## src/rtl/adc_slot_sequencer.sv

```systemverilog
module adc_slot_sequencer #(
  parameter int NUM_SLOTS   = 8,
  parameter int CH_W        = 5,
  parameter int DATA_W      = 12,
  parameter int TEMP_CH     = 17,
  parameter int FAST_PERIOD = 10,
  parameter int SLOW_PERIOD = 200,
  parameter int CAL_PERIODS = 6,
  parameter logic [NUM_SLOTS*CH_W-1:0] SLOT_TABLE =
    {5'd0, 5'd17, 5'd3, 5'd1, 5'd2, 5'd17, 5'd1, 5'd1}
) (
  input  logic              clk,
  input  logic              rst_n,
  input  logic              ctl_wr,
  input  logic              ctl_run_in,
  input  logic              ctl_cont_in,
  output logic              ctl_run,
  output logic              ctl_cont,
  output logic              cmd_valid,
  input  logic              cmd_ready,
  output logic [CH_W-1:0]   cmd_ch,
  output logic              cmd_sop,
  output logic              cmd_eop,
  input  logic              rsp_valid_in,
  input  logic [CH_W-1:0]   rsp_ch_in,
  input  logic [DATA_W-1:0] rsp_data_in,
  output logic              rsp_valid,
  output logic [CH_W-1:0]   rsp_ch,
  output logic [DATA_W-1:0] rsp_data,
  output logic              rsp_sop,
  output logic              rsp_eop
);
  localparam int PTR_W    = (NUM_SLOTS > 1) ? $clog2(NUM_SLOTS) : 1;
  localparam int LAST     = NUM_SLOTS - 1;
  localparam int FAST_GAP = CAL_PERIODS * FAST_PERIOD;
  localparam int SLOW_GAP = CAL_PERIODS * SLOW_PERIOD;
  localparam int MAX_GAP  = (SLOW_GAP > FAST_GAP) ? SLOW_GAP : FAST_GAP;
  localparam int CNT_W    = $clog2(MAX_GAP + 1);

  logic [PTR_W-1:0] ptr, rptr;
  logic             wait_q, cur_temp;
  logic [CNT_W-1:0] cal_cnt;

  wire [CH_W-1:0] slot_ch   = SLOT_TABLE[ptr*CH_W +: CH_W];
  wire            slot_temp = (slot_ch == CH_W'(TEMP_CH));
  wire            last_slot = (ptr == PTR_W'(LAST));
  wire            rsp_last  = (rptr == PTR_W'(LAST));
  wire            go        = (ptr != '0) || (ctl_run && !wait_q);
  wire            hs        = cmd_valid && cmd_ready;

  assign cmd_valid = go && (cal_cnt == '0) && (slot_temp == cur_temp);
  assign cmd_ch    = slot_ch;
  assign cmd_sop   = (ptr == '0);
  assign cmd_eop   = last_slot;

  always_ff @(posedge clk) begin
    if (!rst_n) begin
      ptr      <= '0;
      cur_temp <= 1'b0;
      cal_cnt  <= '0;
    end else begin
      if (hs) ptr <= last_slot ? '0 : ptr + 1'b1;
      if (cal_cnt != '0) cal_cnt <= cal_cnt - 1'b1;
      else if (go && slot_temp != cur_temp) begin
        cur_temp <= slot_temp;
        cal_cnt  <= slot_temp ? CNT_W'(SLOW_GAP) : CNT_W'(FAST_GAP);
      end
    end
  end

  always_ff @(posedge clk) begin
    if (!rst_n) begin
      ctl_run  <= 1'b0;
      ctl_cont <= 1'b0;
      wait_q   <= 1'b0;
    end else begin
      if (ctl_wr) begin
        ctl_run  <= ctl_run_in;
        ctl_cont <= ctl_cont_in;
      end else if (rsp_valid_in && rsp_last && !ctl_cont) ctl_run <= 1'b0;
      if (hs && last_slot && !ctl_cont) wait_q <= 1'b1;
      else if (rsp_valid_in && rsp_last) wait_q <= 1'b0;
    end
  end

  always_ff @(posedge clk) begin
    if (!rst_n) begin
      rptr      <= '0;
      rsp_valid <= 1'b0;
      rsp_ch    <= '0;
      rsp_data  <= '0;
      rsp_sop   <= 1'b0;
      rsp_eop   <= 1'b0;
    end else begin
      rsp_valid <= rsp_valid_in;
      if (rsp_valid_in) begin
        rsp_ch   <= rsp_ch_in;
        rsp_data <= rsp_data_in;
        rsp_sop  <= (rptr == '0);
        rsp_eop  <= rsp_last;
        rptr     <= rsp_last ? '0 : rptr + 1'b1;
      end
    end
  end

  AST_PTR_HOLD: assert property (@(posedge clk) disable iff (!rst_n)
    !hs |=> $stable(ptr));
  AST_WRAP_TO_START: assert property (@(posedge clk) disable iff (!rst_n)
    hs && cmd_eop |=> cmd_sop);
  AST_GAP_AFTER_SWITCH: assert property (@(posedge clk) disable iff (!rst_n)
    cur_temp != $past(cur_temp) |-> !cmd_valid);
  AST_RSP_ECHO: assert property (@(posedge clk) disable iff (!rst_n)
    rsp_valid_in |=> rsp_valid && rsp_ch == $past(rsp_ch_in) && rsp_data == $past(rsp_data_in));
  AST_SINGLE_CLEAR: assert property (@(posedge clk) disable iff (!rst_n)
    rsp_valid && rsp_eop && !ctl_cont && !$past(ctl_wr) |-> !ctl_run);
  AST_STOP_AFTER_PASS: assert property (@(posedge clk) disable iff (!rst_n)
    hs && cmd_eop && !ctl_run && !ctl_wr |=> !cmd_valid);
endmodule

```

## config.mk

```make
export PLATFORM = sky130hd
export DESIGN_NAME = adc_slot_sequencer
export DESIGN_NICKNAME = d
export VERILOG_FILES = /design/src/rtl/adc_slot_sequencer.sv
export SDC_FILE = /design/constraint.sdc
export NUM_CORES = 1
export LEC_CHECK = 0
export BUFFER_PORTS_ARGS = -buffer_cell sky130_fd_sc_hd__buf_4
export CAP_MARGIN = 0
export CORE_ASPECT_RATIO = 0.5
export CORE_MARGIN = 2
export CORE_UTILIZATION = 46
export DETAILED_ROUTE_END_ITERATION = 6
export PLACE_DENSITY = 0.79
export RECOVER_POWER = 50
export SLEW_MARGIN = 20
export SYNTH_ARGS = -nofsm -noshare
export SYNTH_HDL_FRONTEND = slang
export SYNTH_SLANG_ARGS = --single-unit
```

## constraint.sdc

```tcl
create_clock -name clk -period 2.2 [get_ports clk]
set_clock_uncertainty 0.2 [all_clocks]
set_input_delay 0.33 -clock clk [delete_from_list [all_inputs] [get_ports clk]]
set_output_delay 0.33 -clock clk [all_outputs]
set_load 0.01 [all_outputs]
```

# --- Word-level counts from Yosys, hierarchy flattened ---
# Cells that the tools add are included.
op_classes:
  n_addsub: 3
  n_mul: 1
  n_eq_ne: 5
  n_shift: 1
  mux: 9
  n_bitwise: 1
  n_reduce_logical: 21
ops:
  columns: ["op", "count"]
  rows:
  - ["indexed part select 40 x 7 -> 5 bit (first input constant)", 1]
  - ["2-to-1 mux 11 bit", 3]
  - ["logical NOT 11 bit", 1]
  - ["nonzero test 11 bit", 1]
  - ["subtractor 11 x 1 -> 11 bit (second input constant)", 1]
  - ["logical AND 1 bit", 9]
  - ["adder 3 x 1 -> 3 bit (second input constant)", 2]
  - ["equality test 3 bit (second input constant)", 2]
  - ["logical NOT 3 bit", 2]
  - ["multiplier 3 x 3 -> 6 bit (second input constant)", 1]
  - ["2-to-1 mux 3 bit", 2]
  - ["nonzero test 2 bit", 3]
  - ["equality test 5 bit (second input constant)", 1]
  - ["2-to-1 mux 1 bit", 4]
  - ["nonzero test 3 bit", 1]
  - ["logical NOT 1 bit", 2]
  - ["AND reduction 2 bit", 1]
  - ["equality test 1 bit", 1]
  - ["logical OR 1 bit", 1]
  - ["!= test 1 bit", 1]
  - ["inverter 1 bit", 1]
totals:
  ff_bits: 41
  inputBits: 24
  out_inout_bits: 30
  elab_cells: 53

# --- Longest topological paths before layout ---
depth:
  ltp_word: 9
  ltp_mapped: 7
  depth_no_buf: 6

# --- Least setup slack after synthesis ---
# OpenSTA, ideal clock, no wires.
synth_path:
  path_type: "reg2out"
  startpoint: "register cal_cnt[0]"
  endpoint: "output port cmd_valid"
  arrival_ns: 1.872
  required_ns: 1.670
  setup_slack_ns: -0.202
  path_stages_with_launch: 7
  n_path_buf: 1
  cell_sequence: "dfxtp_1 inv_1 ha_1 or4b_1 buf_2 or3_1 a211oi_1"
synth_between:
  elab_chain_len: 3
synth_lines:
  columns: ["element", "line_no", "text"]
  rows:
  - ["from (decl)", "42", "logic [CNT_W-1:0] cal_cnt;"]
  - ["from (signal assigned)", "63", "if (cal_cnt != '0) cal_cnt <= cal_cnt - 1'b1;"]
  - ["from (signal assigned)", "66", "cal_cnt <= slot_temp ? CNT_W'(SLOW_GAP) : CNT_W'(FAST_GAP);"]
  - ["logical NOT 11 bit", "51", "assign cmd_valid = go && (cal_cnt == '0) && (slot_temp == cur_temp);"]
  - ["logical AND 1 bit (2 in a row)", "51", null]
  - ["to (decl)", "19", "output logic cmd_valid,"]
# No other way between the ends.

# --- Final worst setup path ---
layout_path:
  startpoint: "register cal_cnt[1]"
  endpoint: "output port cmd_valid"
# Same word-level chain as after synthesis.

==> results.cfg <==
[global_route]
overflow = 0
grt_pass1_wl_um = 6803
grt_usage_pct = 18.08
antenna_found_initial = 0
grt_pass1_vias = 1620
grt_max_degree = 49

[clock_network]
cts_root_buffer = clkbuf_8
clkLatencyLatePin_ps = 300
cts_buffers = 5
htreeDepth = 2
clock_path_buffers = 2
cts_sinks = 41
clkTransAtPathRegs_ps = 90
cts_tree = done

[critical_path]
startpoint_type = flip-flop
reg2reg_to = cal_cnt[10]
r2r_setup_slack_ps = -180
critPathKind = flip-flop to output pin
critPathTopFamily = simple AND/OR/NAND/NOR gates
timing.rr.start = cal_cnt[1]
critPathSlowestCell = or4b_4
cp_cell_sequence = inv_2 > ha_4 > or4b_4 > or3_4 > a211oi_4 > buf_4
worst_path_largest_cell_delay_ps = 470
crit_start = cal_cnt[1]
cp_num_buf_inv = 2
worst_ep_arrival_time_ps = 1970
required_ps = 1670
reg2reg_depth = 8
crit_fanout = 2
end_kind = output pin

[final_layout]
nNetsFinal = 294
drive_above_1_share_pct = 29.89
area_growth_pct = 32.31
antenna_cells = 0

[job]
maxCapViolCount = 1

[floorplanning]
rows = 16
core_mm2 = 0.003964
io-pin-count = 54
die_x_um = 95.38
start_util_pct = 48.45
die_h_um = 49.69
dieArea_mm2 = 0.004739

[power]
irDropWorstVdd_mv = 0.4259
power.density_mw_per_mm2 = 892.9
power.total_mw = 2.269
leakage_nw = 1.152

[detailed_routing]
wirelength_um = 3922
drc = 0
drt_iter0_drc = 48
via_count = 1591
postRouteAntennaNets = 0
drt_pass1_iterations = 4
viasPerCell = 5.051
wire_per_inst_um = 12.45

[place]
routabilityCongestion = 0.7431
dp_hpwl_um = 2837
io_buffers = 51

[min_path]
holdPathStages = 3
min_to = rsp_data[5]
hold_path.startpoint = rsp_data_in[5]
min_path_type = input pin to flip-flop

[logic_synthesis]
synth_cell_type_count = 41
yosys.area.top_type = dfxtp_1
yosys-top-cells-area = dfxtp_1 43%, mux2i_1 13%, nor2b_1 6.8%, ha_1 6.5%, nand2_1 2.9%
yosys_warnings = 0
synth_ff_type = dfxtp_1
synth_common_cells = 41 x dfxtp_1, 24 x mux2i_1, 21 x nor2b_1
synth_area_mm2 = 0.001921
synthMostInstantiatedCell = dfxtp_1
synthCells = 199
synth_edf_count = 0
ys_seq_area_share_pct = 42.74
synth_top_area_share_pct = 42.74
avgSynthCellArea_um2 = 9.651
async_flop_share_pct = 0
ys_ff_latch = 41

[timing]
relSlewSlack_pct = -10.98
fin_ws_ps = -302.2
layout_min_cycle_time_ps = 2502
rsz0062_at_grt = true
worst_pin_slew_ps = 1665
drv_slew = 49
finalCritPeriodShare_pct = 113.7
finalHoldViolations = 0
hold_ws_ps = 88.63
final.setup.tns_ps = -907.4
max_clock_freq_mhz = 399.6
setup_viol = 9

[outcome]
violations = max-capacitance violations, max-slew violations, negative setup slack
status = finished, violations left
## cells by family after synthesis
family,share of synthesized area (%)
XOR/XNOR,1.368
other,0.1953
AO/OA/AOI/OAI,10.10
adder cells (fa/ha/maj),6.515
multiplexers,13.09
buffers and inverters,4.755
flip-flops,42.74
AND/OR/NAND/NOR,21.24
## tightest hold or removal path, cell delays in order
cell	delay [ps]
buf_4	80
mux2i_1	50
nor2b_1	90
## registers in the layout, indices dropped and copies added (netlist names)
signal / flops
ptr: 3
rsp_ch: 5
ctl_cont: 1
rsp_valid: 1
cur_temp: 1
ctl_run: 1
wait_q: 1
rptr: 3
rsp_data: 12
rsp_sop: 1
cal_cnt: 11
rsp_eop: 1
## layout by cell type, fill, tap and decap left out, types with 5 or more instances in the layout
cell type,n
nor2b_1,21
clkbuf_1,10
dfxtp_1,39
o21a_1,5
buf_4,54
mux2i_1,24
nand2_1,14
nor2_1,6
ha_1,9
clkbuf_8,5
inv_1,6
## metal layers
layer,share of wire (%),global-route usage (%),vias to the layer above
met2,49,32.75,32
met4,1.7,6.905,0
met5,0,0,-
met3,5.0,5.963,7
li1,-,-,798
met1,44,19.64,754
## power breakdown
group	switching, mW	total, mW	internal, mW
clock network	0.281	0.512	0.231
registers	0.0606	0.894	0.833
logic	0.402	0.863	0.461
total	0.744	2.27	1.53
## how the worst max path moves through the flow
stage                             end  slack (ps)  depth (start not counted)
after floorplan             cmd_valid         -80                          6
after global placement      cmd_valid         -40                          6
after detailed placement  cal_cnt[10]         -80                          7
after CTS                   cmd_valid        -310                          6
after global routing        cmd_valid        -340                          6
final                       cmd_valid        -300                          6
## stage by stage
stage	util [%]	setup slack, ps	instance area (µm²)	instances
final	64.11	-302.2	2541	315
after global routing	64.11	-344.8	2541	315
after CTS	64.11	-314.0	2541	313
after detailed placement	61.74	-76.88	2447	305
after global placement	61.74	-44.65	2447	305
after floorplan	-	-83.65	1967	200
## cell type report
cell class,count,area [µm²]
clock buffers,5,68.82
clock inverters,3,25.02
fillers,332,1423
inverters,8,30.03
multi-input cells,138,1061
flip-flops and latches,41,823.3
well taps,54,67.56
repair buffers,66,465.4
## timing repair
| item | CTS | global route |
|---|---|---|
| pin swaps | 3 | 2 |
| setup endpoints to repair | 4 | 8 |
| buffers inserted | 0 | 2 |
| cloned | 0 | 0 |
| gates resized for setup | 0 | 10 |
| hold buffers | 0 | 0 |
(Power assumes the default switching activity.)
